`src/rtl/upsq_pkg.sv`:
```
package upsq_pkg;
  localparam int CW       = 32;
  localparam int BIT_RST  = 7;
  localparam int BIT_EN   = 8;
  localparam int BIT_LANE = 24;
  localparam int BIT_PD   = 27;
  localparam int BIT_PAD  = 28;

  typedef enum logic [2:0] {
    S_IDLE, S_RSTHOLD, S_REFSEL, S_SETTLE, S_XPAD, S_XPD
  } seq_state_t;

  typedef enum logic [2:0] {
    OP_NONE, OP_RST_ON, OP_RESTORE, OP_REFSEL,
    OP_ENABLE, OP_CLR_EN, OP_CLR_PAD, OP_RETAIN
  } ctl_op_t;

  typedef struct packed {
    logic pad;
    logic pd;
    logic lane;
    logic en;
    logic rst;
  } ctl_bits_t;
endpackage

```
`src/rtl/upsq_timer.sv`:
```
module upsq_timer #(
  parameter int W = 8
) (
  input  logic         clk,
  input  logic         rst,
  input  logic         load,
  input  logic [W-1:0] load_val,
  output logic         zero
);
  logic [W-1:0] cnt;

  always_ff @(posedge clk) begin
    if (rst)             cnt <= '0;
    else if (load)       cnt <= load_val;
    else if (cnt != '0)  cnt <= cnt - 1'b1;
  end

  assign zero = (cnt == '0);
endmodule

```
`src/rtl/upsq_fsm.sv`:
```
module upsq_fsm
  import upsq_pkg::*;
#(
  parameter int RST_CYC    = 250000,
  parameter int SETTLE_CYC = 3750000,
  parameter int W          = 22
) (
  input  logic         clk,
  input  logic         rst,
  input  logic         init_req,
  input  logic         exit_req,
  input  logic         tmr_zero,
  output ctl_op_t      op,
  output logic         tmr_load,
  output logic [W-1:0] tmr_val,
  output logic         busy,
  output logic         done
);
  localparam logic [W-1:0] RST_LD = W'(RST_CYC - 1);
  localparam logic [W-1:0] SET_LD = W'(SETTLE_CYC - 1);

  seq_state_t st, nxt;
  logic       fin;

  always_comb begin
    nxt      = st;
    op       = OP_NONE;
    tmr_load = 1'b0;
    tmr_val  = '0;
    fin      = 1'b0;
    case (st)
      S_IDLE: begin
        if (init_req) begin
          op       = OP_RST_ON;
          tmr_load = 1'b1;
          tmr_val  = RST_LD;
          nxt      = S_RSTHOLD;
        end else if (exit_req) begin
          op  = OP_CLR_EN;
          nxt = S_XPAD;
        end
      end
      S_RSTHOLD: begin
        if (tmr_zero) begin
          op  = OP_RESTORE;
          nxt = S_REFSEL;
        end
      end
      S_REFSEL: begin
        op       = OP_REFSEL;
        tmr_load = 1'b1;
        tmr_val  = SET_LD;
        nxt      = S_SETTLE;
      end
      S_SETTLE: begin
        if (tmr_zero) begin
          op  = OP_ENABLE;
          fin = 1'b1;
          nxt = S_IDLE;
        end
      end
      S_XPAD: begin
        op  = OP_CLR_PAD;
        nxt = S_XPD;
      end
      S_XPD: begin
        op  = OP_RETAIN;
        fin = 1'b1;
        nxt = S_IDLE;
      end
      default: nxt = S_IDLE;
    endcase
  end

  always_ff @(posedge clk) begin
    if (rst) begin
      st   <= S_IDLE;
      busy <= 1'b0;
      done <= 1'b0;
    end else begin
      st   <= nxt;
      busy <= (nxt != S_IDLE);
      done <= fin;
    end
  end
endmodule

```
`src/rtl/upsq_ctrl_reg.sv`:
```
module upsq_ctrl_reg
  import upsq_pkg::*;
#(
  parameter bit RETAIN_PD = 1'b1
) (
  input  logic          clk,
  input  logic          rst,
  input  ctl_op_t       op,
  input  logic          xtal_present,
  output logic [CW-1:0] word
);
  ctl_bits_t cur, sav;

  always_ff @(posedge clk) begin
    if (rst) begin
      cur <= '0;
      sav <= '0;
    end else begin
      case (op)
        OP_RST_ON: begin
          sav     <= cur;
          cur.rst <= 1'b1;
        end
        OP_RESTORE: cur <= sav;
        OP_REFSEL: begin
          cur.pad <= xtal_present;
          cur.pd  <= 1'b0;
        end
        OP_ENABLE: begin
          cur.en   <= 1'b1;
          cur.lane <= 1'b1;
        end
        OP_CLR_EN:  cur.en  <= 1'b0;
        OP_CLR_PAD: cur.pad <= 1'b0;
        OP_RETAIN:  cur.pd  <= RETAIN_PD;
        default: ;
      endcase
    end
  end

  for (genvar i = 0; i < CW; i++) begin : g_map
    if (i == BIT_RST)       begin : g_r assign word[i] = cur.rst;  end
    else if (i == BIT_EN)   begin : g_e assign word[i] = cur.en;   end
    else if (i == BIT_LANE) begin : g_l assign word[i] = cur.lane; end
    else if (i == BIT_PD)   begin : g_d assign word[i] = cur.pd;   end
    else if (i == BIT_PAD)  begin : g_p assign word[i] = cur.pad;  end
    else                    begin : g_z assign word[i] = 1'b0;     end
  end
endmodule

```
`src/rtl/usbphy_pwr_seq.sv`:
```
module usbphy_pwr_seq
  import upsq_pkg::*;
#(
  parameter int RST_CYC    = 250000,
  parameter int SETTLE_CYC = 3750000,
  parameter bit RETAIN_PD  = 1'b1
) (
  input  logic          clk,
  input  logic          rst,
  input  logic          init_req,
  input  logic          exit_req,
  input  logic          xtal_present,
  output logic [CW-1:0] phy_ctrl,
  output logic          busy,
  output logic          done
);
  localparam int MAXC = (RST_CYC > SETTLE_CYC) ? RST_CYC : SETTLE_CYC;
  localparam int W    = $clog2(MAXC + 1);

  ctl_op_t      op;
  logic         tmr_load, tmr_zero;
  logic [W-1:0] tmr_val;

  upsq_fsm #(.RST_CYC(RST_CYC), .SETTLE_CYC(SETTLE_CYC), .W(W)) u_fsm (
    .clk(clk), .rst(rst), .init_req(init_req), .exit_req(exit_req),
    .tmr_zero(tmr_zero), .op(op), .tmr_load(tmr_load), .tmr_val(tmr_val),
    .busy(busy), .done(done)
  );

  upsq_timer #(.W(W)) u_tmr (
    .clk(clk), .rst(rst), .load(tmr_load), .load_val(tmr_val), .zero(tmr_zero)
  );

  upsq_ctrl_reg #(.RETAIN_PD(RETAIN_PD)) u_ctl (
    .clk(clk), .rst(rst), .op(op), .xtal_present(xtal_present), .word(phy_ctrl)
  );
endmodule

```
`config.mk`:
```
export PLATFORM = sky130hd
export DESIGN_NAME = usbphy_pwr_seq
export DESIGN_NICKNAME = d
export VERILOG_FILES = /design/src/rtl/upsq_pkg.sv /design/src/rtl/upsq_timer.sv /design/src/rtl/upsq_fsm.sv /design/src/rtl/upsq_ctrl_reg.sv /design/src/rtl/usbphy_pwr_seq.sv
export SDC_FILE = /design/constraint.sdc
export NUM_CORES = 1
export LEC_CHECK = 0
export ABC_AREA = 1
export BUFFER_PORTS_ARGS = -buffer_cell sky130_fd_sc_hd__buf_2
export CAP_MARGIN = 20
export CORE_MARGIN = 1
export CORE_UTILIZATION = 55
export DETAILED_ROUTE_END_ITERATION = 7
export GPL_TIMING_DRIVEN = 0
export PLACE_DENSITY = 0.79
export SKIP_LAST_GASP = 1
export SLEW_MARGIN = 30
export SYNTH_ARGS = -nofsm -noshare
export SYNTH_HDL_FRONTEND = slang
export SYNTH_SLANG_ARGS = --single-unit
```
`constraint.sdc`:
```
create_clock -name clk -period 2.3 [get_ports clk]
set_clock_uncertainty 0.1 [all_clocks]
set_input_delay 0.115 -clock clk [delete_from_list [all_inputs] [get_ports clk]]
set_output_delay 0.115 -clock clk [all_outputs]
set_load 0.005 [all_outputs]
```
==> results by group, run 1 <==
Status
  • Outcome: complete, no violations

Global routing
  • Initial antenna violation count: 0
  • First-pass GRT wire length: 7.914 mm
  • Overflow after GRT: 0
  • Vias in the first global route: 1753
  • Largest net degree at the start of global routing: 13
  • All-Layer GR Usage: 0.2417

Synth
  • Post-synthesis instance area: 2198 um^2
  • Area share of the largest cell type after synthesis: 0.3369
  • Register area share after synthesis: 0.3369
  • Count leader, synth: nand2_1
  • Dominant cells by area after synthesis: dfxtp_1, buf_4, nand2_1
  • Dominant cell type by area after synthesis: dfxtp_1
  • Ranking of synthesized cells by instance count: nand2_1, dfxtp_1, nor2_1
  • Syn_area_per_cell: 7.114 um^2
  • Yosys reg bits: 37
  • Synth cell types: 33
  • Number of flops mapped to enable cells by yosys: 0
  • Synth Instances: 309
  • Post-synth ARST share: 0
  • Total number of yosys warnings: 0
  • Ys flop type: dfxtp_1

STA
  • RSZ-0062 raised after global routing: no
  • Final setup viols: 0
  • Fin crit share: 0.8366
  • Worst slew margin: 0.5980
  • Fin. Hold Viols: 0
  • Final setup TNS: 0 ps
  • Slew Viols, Final: 0
  • Worst-Margin Slew: 597.5 ps
  • Min Clock Period, post-route: 1924 ps
  • Fmax: 519.7 MHz

Die
  • Die H: 65.22 um
  • Num rows: 22
  • Die ar.: 4254 um^2
  • Ports: 39
  • Core Box Area: 3744 um^2
  • Die width: 65.22 um
  • Initial Util: 0.5872

Setup path
  • Req. time, crit path: 2360 ps
  • CP Launch Type: flip-flop
  • Worst Setup End Kind: flip-flop
  • WS Path Type: flip-flop to flip-flop
  • Crit path DAT: 1980 ps
  • CP Max Fanout: 5

Clock network
  • CTS resizes: 0
  • TritonCTS Buffers: 5
  • Clock latency on the worst-skew pair: 300 ps
  • Number of H-tree levels: 2
  • Max clock buf depth: 2
  • Reg clk slew, reported paths: 80 ps
  • CTS sink cnt: 37
  • TritonCTS clock tree: done
  • Post-CTS setup buffer count: 0
  • Clk root buf: clkbuf_8

Final layout
  • Nets@finish: 360
  • Design area: 2541 um^2
  • Synth-to-Final Area Change: 15.59%
  • Share of layout cells above drive strength 1: 0.2282
  • ANT cells: 0

Detailed routing
  • First DRT Iteration DRCs: 119
  • DR vias/cell: 4.797
  • WL/cell: 11.48 um
  • First-pass iteration count of the detailed router: 4
  • Top Layer Used: met4
  • WL met3: 193 um
  • Met2 WL post-DR: 2.274 mm
  • Routed Antenna Nets: 0
  • Vias: 1933
  • Drt drc: 0
  • Wirelength, routed: 4.627 mm
  • DRT met1 WL: 2.119 mm

Power and ir drop
  • Worst vdd ir: 0.0005436 V
  • PwrDens: 882.7 nW/um^2
  • LEAKAGE: 0.001237 uW

Placed design
  • Placed cell area: 2411 um^2
  • PortBufs: 11
  • Placer Congestion: 0.8991
  • Half-perimeter wire length after placement: 3.415 mm

Min path
  • HP Class: input port to flip-flop

Run
  • Max-cap violations: 0
==> cells by family (layout without fill, tap and decap cells) <==
kind of cell | after synthesis | after routing | share of synthesized area
AO/OA/AOI/OAI | 42 | 42 | 0.1059
XOR/XNOR | 9 | 9 | 0.03586
other | 1 | 27 | 0.001706
adder cells (fa/ha/maj) | 1 | 1 | 0.005691
flip-flops | 37 | 37 | 0.3369
AND/OR/NAND/NOR | 150 | 150 | 0.3449
buffers and inverters | 69 | 89 | 0.1690
==> worst max-delay path: stages, from the launching register on <==
cell	delay, ps
dfxtp_1	310
inv_1	100
ha_1	260
nand2_2	130
nor2_1	250
nand3_1	180
nor2_1	360
nor4_1	100
==> routing by layer <==
layer / vias to the layer above / global-route usage
li1: 1025 / -
met5: - / 0
met2: 43 / 0.4046
met1: 859 / 0.3024
met4: 0 / 0.07880
met3: 6 / 0.05729
==> worst paths after layout <==
kind,from,endpoint,slack (ps),cells past startpoint
hold reg to reg,u_ctl.sav[3],u_ctl.word[27],370,2
setup / recovery,u_tmr.cnt[0],u_tmr.cnt[9],380,7
setup reg to reg,u_tmr.cnt[0],u_tmr.cnt[9],380,7
hold / removal,xtal_present,u_ctl.word[28],40,5
==> area by class of cell <==
class,count,area (um^2)
fillers,344,1202
multi-input cells,229,1184
flip-flops and latches,37,740.7
plain buffers,31,229.0
inverters,38,142.6
clock buffers,6,82.58
repair buffers,12,65.06
well taps,48,60.06
clock inverters,2,37.54
==> per-stage QoR <==
step                        util  hold WS, ps  setup slack [ps]  cells  power [uW]
final                     0.6788        42.60             375.9    403        2243
after global routing      0.6788        77.48             257.3    403        2387
after CTS                 0.6788        45.09             419.7    403        2241
after detailed placement  0.6441        239.9             443.0    394        1638
after global placement    0.6441        230.8             463.9    394        1616
after floorplan                -        95.78             691.7    335        1489
==> what timing repair did <==
action / 4_1_cts / 5_1_grt
endpoints found under the setup margin: 0 / 0
hold endpoints to repair: 1 / 0
hold buffers: 1 / 0
==> state kept, by name, summed over array words and instances (netlist names) <==
signal      flops
u_tmr.cnt      22
u_fsm.done      1
u_fsm.busy      1
u_ctl.word      5
u_ctl.sav       5
u_fsm.st        3
==> power breakdown <==
group	total, uW	switching, uW	internal, uW
combinational	832	529	302
sequential	805	78.0	727
clock	607	254	353
total	2240	861	1380
==> placed cells by master, fill, tap and decap left out, types with 2 or more instances in the layout <==
cell / n
buf_4: 28
nor3_1: 5
inv_2: 5
inv_1: 33
nand4_1: 4
xnor2_1: 2
o21ai_0: 5
clkbuf_1: 2
nor4_1: 5
conb_1: 27
dfxtp_1: 37
xor2_1: 7
nor2_4: 6
nand2_1: 54
o21ai_1: 2
nand3_1: 20
nor2_1: 36
nor2_2: 7
clkbuf_8: 6
nand2_2: 6
a21oi_2: 4
buf_2: 11
a21oi_1: 28
Power figures use the tool's default switching activity.
==> run 2, diff against run 1 <==
clock period = 1.8 ns   (was 2.3 ns; I/O delays follow)
==> results by group, run 2 (same netlist as run 1, synthesis figures left out) <==
Die
  • Core Box Area: 3744 um^2 (unchanged)
  • Die ar.: 4254 um^2 (unchanged)
  • Die width: 65.22 um (unchanged)
  • Die H: 65.22 um (unchanged)
  • Ports: 39 (unchanged)
  • Initial Util: 0.5872 (unchanged)
  • Num rows: 22 (unchanged)

STA
  • Fmax: 589.5 MHz (+13%)
  • Min Clock Period, post-route: 1696 ps (-227.9 ps)
  • Slew Viols, Final: 0 (unchanged)
  • Final setup viols: 0 (unchanged)
  • Fin. Hold Viols: 0 (unchanged)
  • Fin crit share: 0.9424 (+0.1058)
  • Final setup TNS: 0 ps (unchanged)
  • WHS: 23.47 ps (-19.13 ps)
  • Worst slew margin: 0.5823 (-0.01568)
  • Worst-Margin Slew: 620.8 ps (+23.31 ps)

Power and ir drop
  • Switch Pwr: 1107 uW (+29%)
  • PwrDens: 1112 nW/um^2 (+26%)
  • Reg power frac: 0.356 (-0.003)
  • Clock Power Share: 0.265 (-0.005)
  • LEAKAGE: 0.001260 uW (+1.8%)
  • Worst vdd ir: 0.0007001 V (+29%)
  • Power share of the combinational group: 0.379 (+0.008)
  • Switching Fraction: 0.3829 (-0.0009324)
  • Internal Power: 1784 uW (+29%)

Placed design
  • Placer Congestion: 0.8991 (unchanged)
  • PortBufs: 11 (unchanged)
  • Half-perimeter wire length after placement: 3.415 mm (unchanged)
  • Placed Instances: 394 (unchanged)

Detailed routing
  • First DRT Iteration DRCs: 175 (+47%)
  • First-pass iteration count of the detailed router: 4 (unchanged)
  • Routed Antenna Nets: 0 (unchanged)
  • WL/cell: 11.44 um (-0.34%)
  • Wirelength, routed: 4.657 mm (+0.65%)
  • DR vias/cell: 4.801 (about the same)
  • Vias: 1954 (+1.1%)
  • Drt drc: 0 (unchanged)

Final layout
  • Util after Layout: 0.6949 (+0.01604)
  • ANT cells: 0 (unchanged)
  • Most common cell after layout, fill and taps aside: nand2_1
  • Share of layout cells above drive strength 1: 0.2535 (+0.02531)
  • Synth-to-Final Area Change: 18.33%
  • Fillers: 332 (-3.5%)
  • Nets@finish: 364 (+1.1%)
  • Max FFs per register: 22 (unchanged)
  • Commonest non-fill, non-tap cells in the layout: nand2_1, dfxtp_1, nor2_1, inv_1, buf_4
  • Top reg by flops: u_tmr.cnt
  • Fin cells: 407 (+0.99%)

Setup path
  • WS Path Type: flip-flop to flip-flop
  • Worst Setup End Kind: flip-flop
  • Req. time, crit path: 1900 ps (-460 ps)
  • CP Launch Type: flip-flop
  • CP Max Fanout: 7 (+2)
  • Worst R2R Path Depth: 11 (+4)
  • Crit path DAT: 1790 ps (-190 ps)

Run
  • Max-cap violations: 0 (unchanged)

Global routing
  • All-Layer GR Usage: 0.2431 (+0.001465)
  • Initial antenna violation count: 0 (unchanged)
  • First-pass GRT wire length: 7.935 mm (+0.27%)
  • Largest net degree at the start of global routing: 13 (unchanged)
  • Vias in the first global route: 1772 (+1.1%)
  • Overflow after GRT: 0 (unchanged)

Clock network
  • Clk root buf: clkbuf_8
  • TritonCTS Buffers: 5 (unchanged)
  • CTS sink cnt: 37 (unchanged)
  • Reg clk slew, reported paths: 80 ps (about the same)
  • Number of H-tree levels: 2 (unchanged)
  • Clock latency on the worst-skew pair: 300 ps (about the same)
  • Max clock buf depth: 2 (unchanged)
  • TritonCTS clock tree: done

Status
  • Outcome: complete, no violations

Min path
  • HP Class: input port to flip-flop
  • WHS Path Cells: 5 (unchanged)
[run 2: changes by cell type in the layout (fill, tap and decap cells not counted), sizes merged]
cell,previous run,this run
buf,40,44
[run 2: metal layers]
layer	routed length, um	up-vias	GRT usage
li1	-	1039	-
met1	2072	855	0.3003
met2	2312	52	0.4046
met3	195	8	0.06250
met4	76	0	0.08696
met5	0	-	0
[run 2: worst paths after layout]
kind | from | to | slack [ps]
setup reg to reg | u_tmr.cnt[1] | u_ctl.word[24] | 100
hold / removal | xtal_present | u_ctl.word[28] | 20
setup / recovery | u_tmr.cnt[1] | u_ctl.word[24] | 100
hold reg to reg | u_ctl.sav[3] | u_ctl.word[27] | 370
[run 2: worst max-delay path, stage by stage (launching register included)]
cell     delay (ps)
dfxtp_1         310
inv_1           100
ha_4            170
nand2_2         100
nor2_4          150
nand3_4         140
nor2_4          220
inv_2            80
nand2_1          60
nand3_1          60
nand2_1          60
inv_1            40
[run 2: layout make-up]
type                       instances  area [um^2]  area share
multi-input combinational        229         1214      0.4666
sequential                        37        740.7      0.2848
buffer                            31        229.0     0.08802
inverter                          38        142.6     0.05483
timing repair buffer              16        95.09     0.03656
clock buffer                       6        82.58     0.03175
tap                               48        60.06     0.02309
clock inverter                     2        37.54     0.01443
[run 2: repair_timing]
action	in CTS	in global routing
buffers inserted	3	1
pin swaps	2	2
hold buffers	1	0
hold endpoints to repair	2	0
endpoints found under the setup margin	19	12
gates resized for setup	3	5
[run 2: stage by stage]
stage / total power [uW] / instance area, um^2 / setup WS (ps)
floorplan: 1903 / 2296 / 191.7
global placement: 2065 / 2411 / -36.15
detailed placement: 2093 / 2411 / -57.02
CTS: 2883 / 2579 / 29.77
global route: 3088 / 2601 / -15.15
finish: 2891 / 2601 / 103.8
[run 2: power groups by stage]
| stage | registers (uW) | logic [uW] | clock network (uW) |
|---|---|---|---|
| 2_1_floorplan | 1020 | 879 | 0 |
| 3_3_place_gp | 1040 | 1020 | 0 |
| 3_5_place_dp | 1050 | 1050 | 0 |
| 4_1_cts | 1030 | 1080 | 780 |
| 5_1_grt | 1050 | 1230 | 811 |
| 6_report | 1030 | 1090 | 767 |
==> run 3, diff against run 2 <==
==> constraint.sdc (replaced) <==
create_clock -name clk -period 2 [get_ports clk]
set_clock_uncertainty 0.1 [all_clocks]
set_input_delay 0.1 -clock clk [delete_from_list [all_inputs] [get_ports clk]]
set_output_delay 0.1 -clock clk [all_outputs]
set_load 0.02 [all_outputs]
==> results by group, run 3 (same netlist as run 1, synthesis figures left out) <==
Status
  • Outcome: complete, no violations

STA
  • Fin. Hold Viols: 0 (unchanged)
  • Worst-Margin Slew: 620.2 ps (-0.5841 ps)
  • RSZ-0062 raised after global routing: no
  • Final setup TNS: 0 ps (unchanged)
  • Slew Viols, Final: 0 (unchanged)
  • Fin crit share: 0.9409 (-0.001412)
  • WHS: 35.93 ps (+12.46 ps)
  • Worst slew margin: 0.5827 (about the same)
  • Min Clock Period, post-route: 1882 ps (+185.6 ps)
  • Fmax: 531.4 MHz (-9.9%)
  • Final setup viols: 0 (unchanged)

Power and ir drop
  • Internal Power: 1592 uW (-11%)
  • Switch Pwr: 1026 uW (-7.3%)
  • Reg power frac: 0.353 (-0.003)
  • PwrDens: 1029 nW/um^2 (-7.4%)
  • Worst vdd ir: 0.0006286 V (-10%)
  • Power share of the combinational group: 0.383 (+0.004)
  • Switching Fraction: 0.3920 (+0.009019)
  • LEAKAGE: 0.001237 uW (-1.8%)
  • Clock Power Share: 0.264 (about the same)

Setup path
  • Crit path DAT: 1980 ps (+190 ps)
  • CP Depth: 11 (unchanged)
  • Crit-path cells: inv_1 -> ha_1 -> nand2_2 -> nor2_4 -> nand3_4 -> nor2_4 -> inv_2 -> nand2_1 -> nand3_1 -> nand2_1 -> inv_1
  • Crit-path slowest cell: dfxtp_1
  • Buffers plus inverters on the worst setup path: 3 (unchanged)
  • Worst reg-to-reg setup slack: 120 ps (about the same)
  • RR Startpoint: u_tmr.cnt[0]
  • Critical path startpoint: u_tmr.cnt[0]
  • End point of the critical path: u_ctl.word[24]
  • CP delay by family, top: simple AND/OR/NAND/NOR gates
  • Worst R2R Path Depth: 11 (unchanged)
  • Worst Setup End Kind: flip-flop
  • CP max stage delay: 310 ps (about the same)
  • Worst R2R End: u_ctl.word[24]
  • Req. time, crit path: 2100 ps (+200 ps)
  • WS Path Type: flip-flop to flip-flop
  • CP Launch Type: flip-flop
  • CP Max Fanout: 9 (+2)

Detailed routing
  • Wirelength, routed: 4.588 mm (-1.5%)
  • First DRT Iteration DRCs: 119 (-32%)
  • Drt drc: 0 (unchanged)
  • Vias: 1944 (-0.51%)
  • DR vias/cell: 4.824 (+0.48%)
  • Routed Antenna Nets: 0 (unchanged)
  • First-pass iteration count of the detailed router: 4 (unchanged)
  • WL/cell: 11.38 um (-0.50%)

Final layout
  • Register Area: 740.7 um^2 (unchanged)
  • Synth-to-Final Area Change: 15.71%
  • Share of layout cells above drive strength 1: 0.2310 (-0.02250)
  • Fillers: 343 (+3.3%)
  • Util after Layout: 0.6795 (-0.01537)
  • ANT cells: 0 (unchanged)
  • Top reg by flops: u_tmr.cnt
  • Area occupied by multi-input gates: 1186 um^2 (-2.3%)
  • Most common cell after layout, fill and taps aside: nand2_1
  • Nets@finish: 360 (-1.1%)
  • Commonest non-fill, non-tap cells in the layout: nand2_1, dfxtp_1, nor2_1, inv_1
  • Max FFs per register: 22 (unchanged)

Die
  • Num rows: 22 (unchanged)
  • Core Box Area: 3744 um^2 (unchanged)
  • Initial Util: 0.5872 (unchanged)
  • Ports: 39 (unchanged)
  • Die width: 65.22 um (unchanged)
  • Die H: 65.22 um (unchanged)
  • Die ar.: 4254 um^2 (unchanged)

Run
  • Max-cap violations: 0 (unchanged)

Global routing
  • Initial antenna violation count: 0 (unchanged)
  • Largest net degree at the start of global routing: 13 (unchanged)
  • All-Layer GR Usage: 0.2417 (-0.001465)
  • First-pass GRT wire length: 7.914 mm (-0.26%)
  • Vias in the first global route: 1753 (-1.1%)
  • Overflow after GRT: 0 (unchanged)

Clock network
  • TritonCTS clock tree: done
  • Max clock buf depth: 2 (unchanged)
  • Clk root buf: clkbuf_8
  • Number of H-tree levels: 2 (unchanged)
  • Reg clk slew, reported paths: 80 ps (about the same)
  • Clock latency on the worst-skew pair: 300 ps (about the same)
  • TritonCTS Buffers: 5 (unchanged)
  • CTS sink cnt: 37 (unchanged)

Placed design
  • Half-perimeter wire length after placement: 3.415 mm (unchanged)
  • Placer Congestion: 0.8991 (unchanged)
  • PortBufs: 11 (unchanged)

Min path
  • Hold Startpoint: xtal_present
  • HP Class: input port to flip-flop
[run 3: repair_timing]
action                     CTS  global route
hold endpoints to repair     2             0
setup buffers                0             0
hold buffers                 1             0
resized for setup            0             1
setup endpoints to repair    0             5
[run 3: area by class of cell]
cell class | instances | share of cell area
buffer | 31 | 0.09001
clock inverter | 2 | 0.01476
tap | 48 | 0.02361
timing repair buffer | 12 | 0.02558
multi-input combinational | 229 | 0.4663
clock buffer | 6 | 0.03246
sequential | 37 | 0.2912
inverter | 38 | 0.05607
[run 3: worst min path at each step]
stage | endpoint | cells past startpoint | slack, ps
global placement | u_fsm.st[2] | 2 | 220
finish | u_ctl.word[28] | 5 | 40
CTS | u_ctl.word[28] | 5 | 30
global route | u_ctl.word[28] | 5 | 60
detailed placement | u_fsm.st[2] | 2 | 220
floorplan | u_fsm.st[2] | 1 | 80
[run 3: worst reg2reg max path, cell delays in order, from the launching register on]
cell and delay [ps]:
dfxtp_1 310, inv_1 100, ha_1 260, nand2_2 130
nor2_4 170, nand3_4 170, nor2_4 240, inv_2 90
nand2_1 60, nand3_1 60, nand2_1 60, inv_1 40
[run 3: per-layer routing]
| metal | up-vias | share of wire | track usage |
|---|---|---|---|
| met5 | - | 0 | 0 |
| met4 | 0 | 0.012 | 0.07880 |
| met3 | 5 | 0.045 | 0.05729 |
| met2 | 49 | 0.49 | 0.4046 |
| met1 | 865 | 0.45 | 0.3024 |
| li1 | 1025 | - | - |
[run 3: stage by stage]
| step | cell area (um^2) | total power, uW | cells | worst slack, ps |
|---|---|---|---|---|
| finish | 2544 | 2618 | 403 | 118.1 |
| detailed placement | 2411 | 1930 | 394 | 143.0 |
| CTS | 2541 | 2623 | 403 | 119.7 |
| global placement | 2411 | 1905 | 394 | 163.9 |
| global route | 2544 | 2792 | 403 | 13.65 |
| floorplan | 2296 | 1759 | 335 | 391.7 |
[run 3: power groups by stage]
stage	Clock [uW]	Sequential, uW	Combinational [uW]
2_1_floorplan	0	932	826
3_3_place_gp	0	937	968
3_5_place_dp	0	942	988
4_1_cts	702	925	996
5_1_grt	727	943	1120
6_report	691	925	1000
